### src/rtl/bwd_pkg.sv
package bwd_pkg;

    typedef enum logic [1:0] {
        SEQ_IDLE,
        SEQ_START,
        SEQ_CLKLOW,
        SEQ_CLKHIGH
    } seq_state_t;

    localparam logic [1:0] PSEL_LONG  = 2'b00;
    localparam logic [1:0] PSEL_MID   = 2'b01;
    localparam logic [1:0] PSEL_SHORT = 2'b10;
    localparam logic [1:0] PSEL_OFF   = 2'b11;

endpackage

### src/rtl/bwd_sync.sv
module bwd_sync #(
    parameter int          STAGES  = 2,
    parameter int          WIDTH   = 2,
    parameter logic [WIDTH-1:0] RST_VAL = '1
) (
    input  logic             clk,
    input  logic             rst_n,
    input  logic [WIDTH-1:0] d,
    output logic [WIDTH-1:0] q
);

    logic [WIDTH-1:0] chain [STAGES];

    always_ff @(posedge clk or negedge rst_n) begin
        if (!rst_n) chain[0] <= RST_VAL;
        else        chain[0] <= d;
    end

    for (genvar g = 1; g < STAGES; g++) begin : g_stage
        always_ff @(posedge clk or negedge rst_n) begin
            if (!rst_n) chain[g] <= RST_VAL;
            else        chain[g] <= chain[g-1];
        end
    end

    assign q = chain[STAGES-1];

endmodule

### src/rtl/bwd_seq.sv
module bwd_seq
    import bwd_pkg::*;
(
    input  logic clk,
    input  logic rst_n,
    input  logic scl,
    input  logic sda,
    output logic kick
);

    seq_state_t state, state_n;
    logic scl_q, sda_q;
    logic start_det, stop_det, scl_fall, scl_rise;

    always_ff @(posedge clk or negedge rst_n) begin
        if (!rst_n) begin
            scl_q <= 1'b1;
            sda_q <= 1'b1;
        end else begin
            scl_q <= scl;
            sda_q <= sda;
        end
    end

    // Start or stop only while SCL stays high across the sample pair
    assign start_det = scl_q & scl & sda_q & ~sda;
    assign stop_det  = scl_q & scl & ~sda_q & sda;
    assign scl_fall  = scl_q & ~scl;
    assign scl_rise  = ~scl_q & scl;

    always_comb begin
        state_n = state;
        unique case (state)
            SEQ_IDLE: begin
                if (start_det) state_n = SEQ_START;
            end
            SEQ_START: begin
                if (start_det)     state_n = SEQ_START;
                else if (stop_det) state_n = SEQ_IDLE;
                else if (scl_fall) state_n = SEQ_CLKLOW;
            end
            SEQ_CLKLOW: begin
                if (scl_rise) state_n = SEQ_CLKHIGH;
            end
            SEQ_CLKHIGH: begin
                if (start_det)     state_n = SEQ_START;
                else if (stop_det) state_n = SEQ_IDLE;
                else if (scl_fall) state_n = SEQ_CLKLOW;
            end
            default: state_n = SEQ_IDLE;
        endcase
    end

    always_ff @(posedge clk or negedge rst_n) begin
        if (!rst_n) state <= SEQ_IDLE;
        else        state <= state_n;
    end

    always_comb begin
        kick = (state == SEQ_CLKHIGH) && stop_det;
    end

endmodule

### src/rtl/bwd_cfg.sv
module bwd_cfg #(
    parameter logic [1:0] RST_SEL = 2'b00
) (
    input  logic       clk,
    input  logic       rst_n,
    input  logic       wp,
    input  logic       wr_en,
    input  logic [1:0] wr_data,
    output logic [1:0] sel,
    output logic       reload
);

    assign reload = wr_en & ~wp;

    always_ff @(posedge clk or negedge rst_n) begin
        if (!rst_n)      sel <= RST_SEL;
        else if (reload) sel <= wr_data;
    end

endmodule

### src/rtl/bwd_timer.sv
module bwd_timer
    import bwd_pkg::*;
#(
    parameter int TICKS_LONG  = 1400,
    parameter int TICKS_MID   = 600,
    parameter int TICKS_SHORT = 200
) (
    input  logic       clk,
    input  logic       rst_n,
    input  logic       tick,
    input  logic [1:0] sel,
    input  logic       restart,
    output logic       expire
);

    localparam int CNT_W = $clog2(TICKS_LONG + 1);
    localparam logic [CNT_W-1:0] LAST_LONG  = CNT_W'(TICKS_LONG - 1);
    localparam logic [CNT_W-1:0] LAST_MID   = CNT_W'(TICKS_MID - 1);
    localparam logic [CNT_W-1:0] LAST_SHORT = CNT_W'(TICKS_SHORT - 1);

    logic [CNT_W-1:0] cnt, last;
    logic             enabled;

    always_comb begin
        unique case (sel)
            PSEL_LONG:  last = LAST_LONG;
            PSEL_MID:   last = LAST_MID;
            PSEL_SHORT: last = LAST_SHORT;
            default:    last = '0;
        endcase
    end

    assign enabled = (sel != PSEL_OFF);

    always_ff @(posedge clk or negedge rst_n) begin
        if (!rst_n) begin
            cnt    <= '0;
            expire <= 1'b0;
        end else begin
            expire <= 1'b0;
            if (restart || !enabled) begin
                cnt <= '0;
            end else if (tick) begin
                if (cnt == last) begin
                    cnt    <= '0;
                    expire <= 1'b1;
                end else begin
                    cnt <= cnt + 1'b1;
                end
            end
        end
    end

endmodule

### src/rtl/bus_watchdog.sv
module bus_watchdog #(
    parameter int TICKS_LONG  = 1400,
    parameter int TICKS_MID   = 600,
    parameter int TICKS_SHORT = 200,
    parameter int SYNC_STAGES = 2
) (
    input  logic       clk,
    input  logic       rst_n,
    input  logic       tick,
    input  logic       scl_in,
    input  logic       sda_in,
    input  logic       wp,
    input  logic       cfg_we,
    input  logic [1:0] cfg_wdata,
    output logic [1:0] period_sel,
    output logic       wd_expire
);

    logic [1:0] bus_sync;
    logic       seq_kick;
    logic       cfg_reload;

    bwd_sync #(
        .STAGES (SYNC_STAGES),
        .WIDTH  (2),
        .RST_VAL(2'b11)
    ) u_sync (
        .clk  (clk),
        .rst_n(rst_n),
        .d    ({scl_in, sda_in}),
        .q    (bus_sync)
    );

    bwd_seq u_seq (
        .clk  (clk),
        .rst_n(rst_n),
        .scl  (bus_sync[1]),
        .sda  (bus_sync[0]),
        .kick (seq_kick)
    );

    bwd_cfg #(
        .RST_SEL(2'b00)
    ) u_cfg (
        .clk    (clk),
        .rst_n  (rst_n),
        .wp     (wp),
        .wr_en  (cfg_we),
        .wr_data(cfg_wdata),
        .sel    (period_sel),
        .reload (cfg_reload)
    );

    bwd_timer #(
        .TICKS_LONG (TICKS_LONG),
        .TICKS_MID  (TICKS_MID),
        .TICKS_SHORT(TICKS_SHORT)
    ) u_timer (
        .clk    (clk),
        .rst_n  (rst_n),
        .tick   (tick),
        .sel    (period_sel),
        .restart(seq_kick | cfg_reload),
        .expire (wd_expire)
    );

endmodule

### config.mk
export PLATFORM = sky130hd
export DESIGN_NAME = bus_watchdog
export DESIGN_NICKNAME = d
export VERILOG_FILES = /design/src/rtl/bwd_pkg.sv /design/src/rtl/bwd_sync.sv /design/src/rtl/bwd_seq.sv /design/src/rtl/bwd_cfg.sv /design/src/rtl/bwd_timer.sv /design/src/rtl/bus_watchdog.sv
export SDC_FILE = /design/constraint.sdc
export NUM_CORES = 1
export LEC_CHECK = 0
export ABC_AREA = 1
export BUFFER_PORTS_ARGS = -buffer_cell sky130_fd_sc_hd__buf_2
export CAP_MARGIN = 10
export CORE_MARGIN = 5
export CORE_UTILIZATION = 50
export CTS_BUF_LIST = sky130_fd_sc_hd__clkbuf_16
export DETAILED_ROUTE_END_ITERATION = 7
export HOLD_SLACK_MARGIN = 0.12
export PLACE_DENSITY = 0.68
export RECOVER_POWER = 25
export SYNTH_ARGS = -nofsm -noshare
export SYNTH_HDL_FRONTEND = slang
export SYNTH_SLANG_ARGS = --single-unit
### constraint.sdc
create_clock -name clk -period 2.45 [get_ports clk]
set_input_delay 0.49 -clock clk [delete_from_list [all_inputs] [get_ports clk]]
set_output_delay 0.49 -clock clk [all_outputs]
set_load 0.005 [all_outputs]
==> out/qor.csv <==
metric,value,unit
"Max stage delay cell, worst path",dfrtp_1,
initial antenna violation count,0,
aggregate global routing overflow,0,
synthesized flop and latch total,22,
H-tree levels,1,
Avg WL per Cell,12.5,um
Slew Limit Fails,0,
via count,1350,
Lkg Pwr,0.808,nW
RD Place Congestion,0.860,
Slew @ Worst Pin,1.17,ns
Die W,65.1,um
syn nets,218,
Max Root-Sink Buffers,2,
RSZ-0062 raised after global routing,false,
clk slew on worst S/H paths,0.06,ns
sw frac,31.0,%
Cell Pwr Density,608,mW/mm^2
Async SR Flop Fraction,100,%
crit share post-route,66.7,%
Final HPWL DP,2.41,mm
minimum clock period,1.63,ns
CTS tree,done,
vias in the first global route,1219,
"slowest stage delay, CP",0.68,ns
CTS Sinks,22,
Max Clock Skew,0.00436,ns
Die Ht,65.1,um
synthesized cell area,0.00152,sq mm
clk root buf,clkbuf_16,
Setup TNS,0,ns
Yosys cell types,27,
post-synthesis sequential area ratio,36.7,%
hold crit path type,primary input to flop,
Worst EP required,1.96,ns
f_max,0.612,GHz
# hold bufs at CTS,0,
WL final,3.14,mm
critical path type,flop to output pin,
# IOs,12,
CP Max Fanout,10,
largest net degree at the start of global routing,23,
number of setup violations in the final report,0,
Yosys warnings,0,
Final Hold Fails,0,
first-pass GRT wire length,5.41,mm
most frequent cells in the layout,"nand2_1, inv_1, nand3_1, dfrtp_1, nor2_1",
"Avg Cell Area, Syn",7.31,sq um
Post-Synthesis Cells,208,
"CP delay by family, top",flip-flops,
area delta synth->final,8.97,%
antenna diode count,0,
Sequential Area,558,sq um
"leading cell type in the layout, fill and taps excluded",nand2_1,
peak supply drop,333,uV
Design Power,1.01,mW
Max-cap violations,0,
"Cell Count, Final, Fillers Out",252,
crit path cell chain,buf_2,
layout cell share with drive strength beyond 1,21.0,%
area taken by multi-input logic gates,811,sq um
IO buf count,11,
router iterations before antenna repair,4,
Worst Path Buf+Inv,1,
Detail Route Antenna Nets,0,
"EDFF count, synth",0,
post-CTS setup repair buffer count,0,
Iteration-0 DRC Markers,113,
vias per cell,5.36,
P_int,695,uW
DP Cell Count,249,
Comb power frac,20.6,%
DIE AREA,0.00424,sq mm
fill count,289,
"Data arrival, critical path",1.14,ns
crit end category,output pin,
Tot GR Track Use,16.5,%
Rel. slew slack,22.3,%
final routed DRC violation total,0,
CTS Buf Count,3,
cts repair resizes,0,
Nets,231,
sequential fraction of design power,45.9,%
status,completed,
power share of the clock group,33.5,%
core area,0.00298,sq mm
Core Rows,20,
Initial Util,51.1,%
net load switching power,312,uW
crit path launch type,flop,
worst-skew pair later-pin latency,0.25,ns
ys flop type,dfrtp_1,
-- sequential cells by signal, indices dropped and copies added (netlist names), named ones only --
register / cells
u_timer.cnt: 11
u_seq.scl_q: 1
u_cfg.sel: 2
u_sync.q: 2
u_seq.state: 1
u_timer.expire: 1
u_sync.chain: 2
u_seq.sda_q: 1
-- layer usage --
metal | up-vias | global-route usage [%] | share of wire (%)
met5 | - | 0 | 0
met2 | 40 | 26.4 | 49
met1 | 618 | 22.4 | 45
li1 | 687 | - | -
met4 | 0 | 7.25 | 1.5
met3 | 5 | 2.05 | 4.9
-- power groups by stage --
| stage | registers [mW] | clock network (mW) | logic, mW |
|---|---|---|---|
| floorplan | 0.440 | 0 | 0.190 |
| global placement | 0.466 | 0 | 0.206 |
| CTS | 0.460 | 0.349 | 0.211 |
| global route | 0.470 | 0.360 | 0.238 |
| detailed placement | 0.467 | 0 | 0.208 |
| finish | 0.462 | 0.337 | 0.207 |
-- cell usage after synthesis (2+ instances only) --
library cell / count / share of area, %
nand3_1: 16 / 5.3
buf_6: 3 / 2.2
nor2_4: 2 / 1.5
nand4_1: 9 / 3.7
nand3_2: 3 / 2.0
inv_1: 25 / 6.2
inv_2: 3 / 0.74
inv_4: 2 / 0.82
nor3_1: 4 / 1.3
nor3_2: 2 / 1.3
a21oi_2: 6 / 3.5
dfstp_2: 6 / 10
nor2_1: 15 / 3.7
xor2_1: 4 / 2.3
nand2_1: 73 / 18
o21ai_0: 4 / 1.3
dfrtp_1: 16 / 26
a21oi_1: 2 / 0.66
nand3_4: 2 / 2.3
o21ai_1: 2 / 0.66
nor2_2: 3 / 1.2
-- worst paths after layout --
path                            startpoint              end  slack [ns]  cells past startpoint
max in group asynchronous            rst_n   u_timer.cnt[6]        1.30                      1
hold reg to reg            u_sync.chain[3]      u_sync.q[1]        0.36                      0
setup reg to reg              u_cfg.sel[0]   u_timer.cnt[4]        0.83                      9
min in group asynchronous            rst_n   u_seq.state[0]        0.45                      1
setup / recovery              u_cfg.sel[1]    period_sel[1]        0.82                      1
hold / removal                      sda_in  u_sync.chain[2]        0.33                      1
-- logic make-up (layout without fill, tap and decap cells) --
group           count (synthesis)  in the layout  share of synthesized area (%)
xor+xnor                        4              4                           2.30
buf+inv                        33             44                           9.96
simple gates                  133            133                           43.6
compound gates                 15             15                           6.58
fa+ha+maj                       1              1                          0.823
flops                          22             22                           36.7
-- layout make-up --
class / instances / area share [%]
clock buffers: 3 / 4.53
flip-flops and latches: 22 / 33.7
repair buffers: 11 / 3.25
well taps: 33 / 2.49
multi-input cells: 153 / 48.9
inverters: 30 / 7.10
-- per-stage QoR --
step	instance area, sq um	hold WS, ns	setup WS [ns]	util (%)
floorplan	1520	0.194	1.04	-
global placement	1580	0.348	0.828	53.2
detailed placement	1580	0.348	0.821	53.2
CTS	1660	0.210	0.813	55.7
global route	1660	0.327	0.680	55.6
finish	1660	0.333	0.817	55.6
Power figures use the tool's default switching activity.
